## config.mk

```make
export PLATFORM = sky130hd
export DESIGN_NAME = spprog_host
export DESIGN_NICKNAME = d
export VERILOG_FILES = /design/src/rtl/spprog_host.sv
export SDC_FILE = /design/constraint.sdc
export NUM_CORES = 1
export LEC_CHECK = 0
export ABC_AREA = 1
export BUFFER_PORTS_ARGS = -buffer_cell sky130_fd_sc_hd__buf_2
export CAP_MARGIN = 5
export CORE_ASPECT_RATIO = 0.5
export CORE_MARGIN = 4
export CORE_UTILIZATION = 30
export DETAILED_ROUTE_END_ITERATION = 8
export GPL_ROUTABILITY_DRIVEN = 1
export HOLD_SLACK_MARGIN = 0.12
export PLACE_DENSITY = 0.51
export SLEW_MARGIN = 20
export SYNTH_ARGS = -nofsm -noshare
export SYNTH_HDL_FRONTEND = slang
export SYNTH_SLANG_ARGS = --single-unit
```

## constraint.sdc

```tcl
create_clock -name clk -period 5.8 [get_ports clk]
set_input_delay 0.29 -clock clk [delete_from_list [all_inputs] [get_ports clk]]
set_output_delay 0.29 -clock clk [all_outputs]
set_load 0.005 [all_outputs]
```

## src/rtl/spprog_host.sv

```systemverilog
module spprog_host #(
  parameter int HALF      = 4,
  parameter int PWR_WAIT  = 20000,
  parameter int RST_PULSE = 20,
  parameter int WR_WAIT   = 5000,
  parameter int MAX_TRIES = 4
) (
  input  logic        clk,
  input  logic        rst_n,
  input  logic        start,
  input  logic [5:0]  page,
  input  logic        poll_en,
  output logic [4:0]  buf_addr,
  input  logic [15:0] buf_word,
  output logic        sck,
  output logic        mosi,
  output logic        tgt_rst,
  input  logic        miso,
  output logic        busy,
  output logic        done,
  output logic        err
);

  localparam int TW = $clog2(PWR_WAIT + WR_WAIT + RST_PULSE + HALF + 2);
  localparam int RW = $clog2(MAX_TRIES + 1);

  typedef enum logic [2:0] {S_IDLE, S_HOLD, S_LOAD, S_SHIFT, S_PULSE, S_WAITWR} st_t;
  typedef enum logic [1:0] {K_EN, K_LD, K_WR, K_POLL} kind_t;

  st_t          st;
  kind_t        kind;
  logic [TW-1:0] tmr;
  logic [4:0]   bitn, idx;
  logic [31:0]  tx, rx, frm;
  logic         hi, pe;
  logic [5:0]   pg;
  logic [RW-1:0] tries;

  assign mosi     = tx[31];
  assign buf_addr = idx;
  assign busy     = (st != S_IDLE);
  assign tgt_rst  = (st == S_IDLE) || (st == S_PULSE);

  wire half_up = (tmr == TW'(HALF - 1));
  wire echo_ok = (rx[15:8] == 8'h53);

  always_comb begin
    case (kind)
      K_EN:    frm = 32'hAC53_0000;
      K_LD:    frm = {hi ? 8'h48 : 8'h40, 8'h00, 3'b000, idx,
                      hi ? buf_word[15:8] : buf_word[7:0]};
      K_WR:    frm = {8'h4C, 5'b0, pg[5:3], pg[2:0], 5'b0, 8'h00};
      default: frm = 32'hF000_0000;
    endcase
  end

  always_ff @(posedge clk) begin
    if (!rst_n) begin
      st <= S_IDLE; kind <= K_EN; tmr <= '0; bitn <= '0; idx <= '0;
      tx <= '0; rx <= '0; hi <= 1'b0; pe <= 1'b0; pg <= '0;
      tries <= '0; sck <= 1'b0; done <= 1'b0; err <= 1'b0;
    end else begin
      case (st)
        S_IDLE: if (start) begin
          pg <= page; pe <= poll_en; tries <= '0;
          done <= 1'b0; err <= 1'b0; tmr <= '0; st <= S_HOLD;
        end
        S_HOLD: if (tmr == TW'(PWR_WAIT - 1)) begin
          tmr <= '0; kind <= K_EN; st <= S_LOAD;
        end else tmr <= tmr + 1'b1;
        S_LOAD: begin
          tx <= frm; tmr <= '0; bitn <= '0; sck <= 1'b0; st <= S_SHIFT;
        end
        S_SHIFT: if (!half_up) tmr <= tmr + 1'b1;
        else begin
          tmr <= '0;
          if (!sck) begin
            sck <= 1'b1;
            rx  <= {rx[30:0], miso};
          end else begin
            sck  <= 1'b0;
            tx   <= {tx[30:0], 1'b0};
            bitn <= bitn + 5'd1;
            if (bitn == 5'd31) begin
              case (kind)
                K_EN:
                  if (echo_ok) begin
                    kind <= K_LD; idx <= '0; hi <= 1'b0; st <= S_LOAD;
                  end else if (tries == RW'(MAX_TRIES - 1)) begin
                    err <= 1'b1; st <= S_IDLE;
                  end else begin
                    tries <= tries + 1'b1; st <= S_PULSE;
                  end
                K_LD:
                  if (!hi) begin
                    hi <= 1'b1; st <= S_LOAD;
                  end else if (idx == 5'd31) begin
                    kind <= K_WR; st <= S_LOAD;
                  end else begin
                    idx <= idx + 5'd1; hi <= 1'b0; st <= S_LOAD;
                  end
                K_WR:
                  if (pe) begin
                    kind <= K_POLL; st <= S_LOAD;
                  end else st <= S_WAITWR;
                default:
                  if (rx[0]) st <= S_LOAD;
                  else begin
                    done <= 1'b1; st <= S_IDLE;
                  end
              endcase
            end
          end
        end
        S_PULSE: if (tmr == TW'(RST_PULSE - 1)) begin
          tmr <= '0; st <= S_HOLD;
        end else tmr <= tmr + 1'b1;
        S_WAITWR: if (tmr == TW'(WR_WAIT - 1)) begin
          tmr <= '0; done <= 1'b1; st <= S_IDLE;
        end else tmr <= tmr + 1'b1;
        default: st <= S_IDLE;
      endcase
    end
  end

  // data is held through the high phase and at the rising edge
  a_r3_mosi_hold: assert property (@(posedge clk) disable iff (!rst_n)
    sck |-> $stable(mosi));

  // the clock only toggles while the target is held in reset
  a_r2_sck_in_reset: assert property (@(posedge clk) disable iff (!rst_n)
    sck |-> !tgt_rst);

  // error is only reported from idle, never with completion
  a_r7_err_idle: assert property (@(posedge clk) disable iff (!rst_n)
    err |-> (!busy && !done && tgt_rst));

  // completion only ends an active sequence
  a_r10_done_after_busy: assert property (@(posedge clk) disable iff (!rst_n)
    $rose(done) |-> $past(busy));

  // a reset pulse never starts with the clock high
  a_r6_pulse_sck_low: assert property (@(posedge clk) disable iff (!rst_n)
    ($rose(tgt_rst) && busy) |-> !sck);

  // a start while busy leaves the latched page untouched
  a_r13_page_kept: assert property (@(posedge clk) disable iff (!rst_n)
    (busy && $past(busy)) |-> $stable(pg));

endmodule

```

Word level (Yosys, flattened, before mapping)
Index checks and enable logic that the tools add are counted.
Widths: inputs -> output; s select.
- output and inout port bits: 11
- logic and storage cells: 150
- input port bits: 27
- register bits: 92
- eq/ne operators: 36
- muxes and demuxes: 72
- bitwise operators: 1
- $add $sub $neg: 4
- reduce and logical (&&, ||, !) cells: 23
- operators by type and width (operator ; count):
    $pmux 32 s3 ; 1
    $pmux 15 s6 ; 1
    $mux 15 ; 5
    $mux 32 ; 2
    $pmux 32 s2 ; 1
    $mux 3 ; 17
    $reduce_and 8->1 ; 4
    $ne 2x2->1 const B ; 15
    $mux 5 ; 5
    $pmux 5 s2 ; 2
    $mux 1 ; 18
    $mux 2 ; 9
    $pmux 3 s6 ; 1
    $add 15x1->15 const B ; 1
    $eq 15x13->1 const B ; 1
    $eq 15x15->1 const B ; 1
    $eq 15x2->1 const B ; 1
    $eq 15x5->1 const B ; 1
    $ne 3x3->1 const B ; 4
    $add 5x1->5 const B ; 2
    $eq 5x5->1 const B ; 2
    $reduce_and 10->1 ; 1
    $eq 3x2->1 const B ; 3
    $pmux 3 s3 ; 1
    other kinds (27) ; 37

Logic depth before layout (Yosys ltp)
- depth in word-level cells: 8
- gate-level depth with buffers: 13

Worst setup path after synthesis
Ideal clock, no wire load.
- kind: reg2reg
- start: register idx[0], in the netlist buf_addr[0]
- end: register idx[0], in the netlist buf_addr[0]
- cell stages (with the launch flop): 12
- required time: 5.668 ns
- slack: 3.884 ns
- arrival: 1.784 ns
- path through: dfxtp_1 > ha_1 > nand2_1 > nor2_1 > ha_1 > or2_2 > o21ai_0 > and3_1 > clkbuf_1 > nand2_1 > nand2_1 > a21oi_1
- cells in the longest elaborated chain, start to end: 4
- elaborated cells between the ends (all ways): 7
- RTL lines (item ; RTL line ; source):
    start: declaration ; 33 ; logic [4:0] bitn, idx;
    start signal: assignment ; 59 ; st <= S_IDLE; kind <= K_EN; tmr <= '0; bitn <= '0; idx <= '0;
    start signal: assignment ; 88 ; kind <= K_LD; idx <= '0; hi <= 1'b0; st <= S_LOAD;
    start signal: assignment ; 100 ; idx <= idx + 5'd1; hi <= 1'b0; st <= S_LOAD;
    $add 5x1->5 ; 100 ;
    $mux 5 ; 97 ; end else if (idx == 5'd31) begin
    $mux 5 ; 95 ; if (!hi) begin
    $pmux 5 s2 ; 85 ; case (kind)
Several ways; a longest one is shown, not always the timed one. The select of a mux whose other input is x is not followed.
A chain may end at the register's enable or synchronous reset.

Worst setup path after layout
- start: register st[1]
- end: register bitn[2]
- cells in the longest elaborated chain, start to end: 3
- elaborated cells between the ends (all ways): 7
- RTL lines (item ; RTL line ; source):
    start: declaration ; 30 ; st_t st;
    start signal: assignment ; 59 ;
    start signal: assignment ; 66 ; done <= 1'b0; err <= 1'b0; tmr <= '0; st <= S_HOLD;
    start signal: assignment ; 69 ; tmr <= '0; kind <= K_EN; st <= S_LOAD;
    $eq 3x2->1 ; 63 ; case (st)
    $ne 2x2->1 (no source line) / $reduce_bool 2->1 (equally long branches) ; n/a ;
    $reduce_and 3->1 (no source line) ; n/a ;
    end signal: assignment ; 83 ; bitn <= bitn + 5'd1;
    end: declaration ; 33 ;
Several ways; a longest one is shown, not always the timed one.

==> metrics.yaml <==
setup_path:
  r2r_end: "bitn[2]"
  cp_max_fo: 52
  r2r_start: "st[1]"
  crit_family: "simple AND/OR/NAND/NOR gates"
  crit_path_end_kind: "register"
  crit_chain: "nand3_4 > inv_4 > nand2_2 > nand2_4 > nand2_2 > o21ai_0 > nor3b_1"
  start_kind: "register"
  crit_path_max_incr_delay_ns: 0.59
  crit_top_cell: "nand2_2"
  r2r_cells: 7
  critPathSlowestCell: "nand2_2"
  worstPathArrival_ns: 3.17
  crit_type: "register to register"
  reg2reg_slack_ns: 2.89
  cp.required_ns: 6.06
  path_buf_inv: 1
clock_network:
  cts.sinks: 92
  cts_max_path_buffers: 2
  cts_hold_buf: 0
  cts_tree: "yes"
  cts_made_buffers: 9
  root_buffer: "clkbuf_16"
  cts_resized: 0
  cts_setup_buffers: 0
  insertion_delay_ns: 0.34
  clk_pin_slew_ns: 0.07
  cts_max_level: 3
worst_hold_path:
  hold_depth: 3
  hold_end: "pg[1]"
  hp-start: "page[1]"
  hold_class: "primary input to register"
cells_and_area:
  fill_cells: 1700
  fin_area_sq_mm: 0.005484
  drive_above_1_share_pct: 11.79
  fin_cells: 942
  antenna_cells: 0
  synthToLayoutAreaGrowth_pct: 13.26
  num-nets-final: 773
yosys:
  syn_nets: 752
  syn_inst: 712
  async_flop_share_pct: 0
  synth.most_common_cell: "nand2_1"
  syn_area_per_cell_sq_um: 6.801
  synth_area_leaders: "dfxtp_1 38%, nand2_1 12%, a21oi_1 7.4%"
  ys_seq_area_share_pct: 38.04
  synthTopCellsByCount: "152 x nand2_1, 95 x nor2_1, 92 x dfxtp_1, 74 x inv_1, 72 x a21oi_1"
  synth_edf_count: 0
  synth_top_area_share_pct: 38.04
  synth_area_sq_mm: 0.004842
  synth_cell_types: 39
  yosys.area.top_type: "dfxtp_1"
  ys_seq_elements: 92
  ys.flop_type: "dfxtp_1"
  yosys_warnings: 0
timing:
  finalHoldViolations: 0
  finalSetupViolations: 0
  period_share_pct: 50.09
  fmax_mhz: 344.2
  worstMarginPinSlew_ns: 1.003
  worst_hold_slack_ns: 0.2299
  drv_slew: 0
  fin_worst_skew_ns: 0.01147
  period_needed_ns: 2.905
  slew_headroom_pct: 32.87
  finalWorstSetupSlack_ns: 2.895
  rsz0062_at_grt: "false"
  finalSetupTns_ns: 0
global_route:
  grt_pass1_wl_um: 20560
  grt-ovfl-total: 0
  grt_pass1_vias: 4115
  grt_usage_pct: 13.31
  antenna_found_initial: 0
  grt_max_degree: 56
power:
  leakage_nw: 2.175
  pwr_density_cell_mw_per_mm2: 399.7
  vdd_drop_max_mv: 0.1590
detailed_routing:
  drt_first_iter_violations: 277
  met3_length_um: 389
  vias_per_cell: 4.759
  num_vias: 4483
  wl_met2_um: 5161
  top_layer_used: "met4"
  wl_met1_um: 6336
  wl_per_cell_um: 12.76
  dr.pass1.iters: 4
  ant_nets: 0
  routed_wl_um: 12020
  drc: 0
floorplan:
  die_x_um: 187.7
  placementRows: 32
  dieHeight_um: 97.84
  die_area_sq_mm: 0.01836
  ioPinCount: 38
  core_sq_mm: 0.01562
  start_util_pct: 31.01
placement:
  dpl.cell_count: 926
  dpl_cell_area_sq_mm: 0.005161
  hpwl_um: 8278
  io_buffers: 37
  place_ws_ns: 2.902
  place_congestion: 0.8310
status:
  status: "finished clean"
flow_run:
  drv_cap: 0
where the power goes:
group          switching (mW)  internal, mW  leakage, nW
combinational           0.513         0.240         1.28
sequential             0.0599         0.735        0.746
clock                   0.263         0.382        0.154
total                   0.836          1.36         2.17
state kept, by name (all words and copies together) (netlist names):
register,flops
hi,1
st,3
tmr,15
tx,32
kind,2
pg,6
pe,1
done,1
sck,1
err,1
buf_addr,5
bitn,5
tries,3
rx,16
layer usage:
layer,global-route usage (%),up-vias
met4,2.931,0
met5,0,-
met2,20.76,62
met1,18.83,2046
li1,-,2364
met3,3.143,11
kinds of logic (layout without fill, tap and decap cells):
kind of cell / Yosys count / after routing / share of synthesized area (%)
flip-flops: 92 / 92 / 38.04
AO/OA/AOI/OAI: 160 / 160 / 18.63
buffers and inverters: 109 / 135 / 9.070
AND/OR/NAND/NOR: 330 / 330 / 29.46
XOR/XNOR: 8 / 8 / 1.447
adder cells (fa/ha/maj): 13 / 13 / 3.359
per-stage QoR:
step	power, mW	util [%]
after detailed placement	1.564	33.05
after global routing	2.367	35.12
after global placement	1.561	33.05
after floorplan	1.371	-
final	2.192	35.12
after CTS	2.218	35.12
layout by cell type (no fill, tap or decap), drive strengths merged, types with 9 or more instances in the layout:
master,count
nand2,159
nor2,99
dfxtp,92
inv,81
a21oi,73
o21ai,60
nand3,41
buf,39
ha,13
nor3,11
clkbuf,10
nand4,9
tightest hold or removal path: stages:
cell     delay (ns)
buf_2          0.07
o21ai_0        0.07
a21oi_1        0.10
final cells by class:
cell class / count / area, sq um / area share, %
clock buffers: 10 / 229.0 / 4.175
multi-input cells: 511 / 2561 / 46.70
clock inverters: 6 / 93.84 / 1.711
repair buffers: 39 / 200.2 / 3.650
inverters: 80 / 302.8 / 5.521
flip-flops and latches: 92 / 1842 / 33.58
well taps: 204 / 255.2 / 4.654
worst max path at each step:
stage / from / end / slack [ns] / cells past startpoint
floorplan: buf_addr[0] / buf_addr[0] / 3.88 / 11
global placement: st[1] / bitn[2] / 2.96 / 7
detailed placement: st[1] / bitn[3] / 2.90 / 7
CTS: st[1] / bitn[3] / 2.90 / 7
global route: st[1] / bitn[3] / 2.64 / 7
finish: st[1] / bitn[2] / 2.89 / 7
No activity file was read; power rests on OpenSTA's default activity.
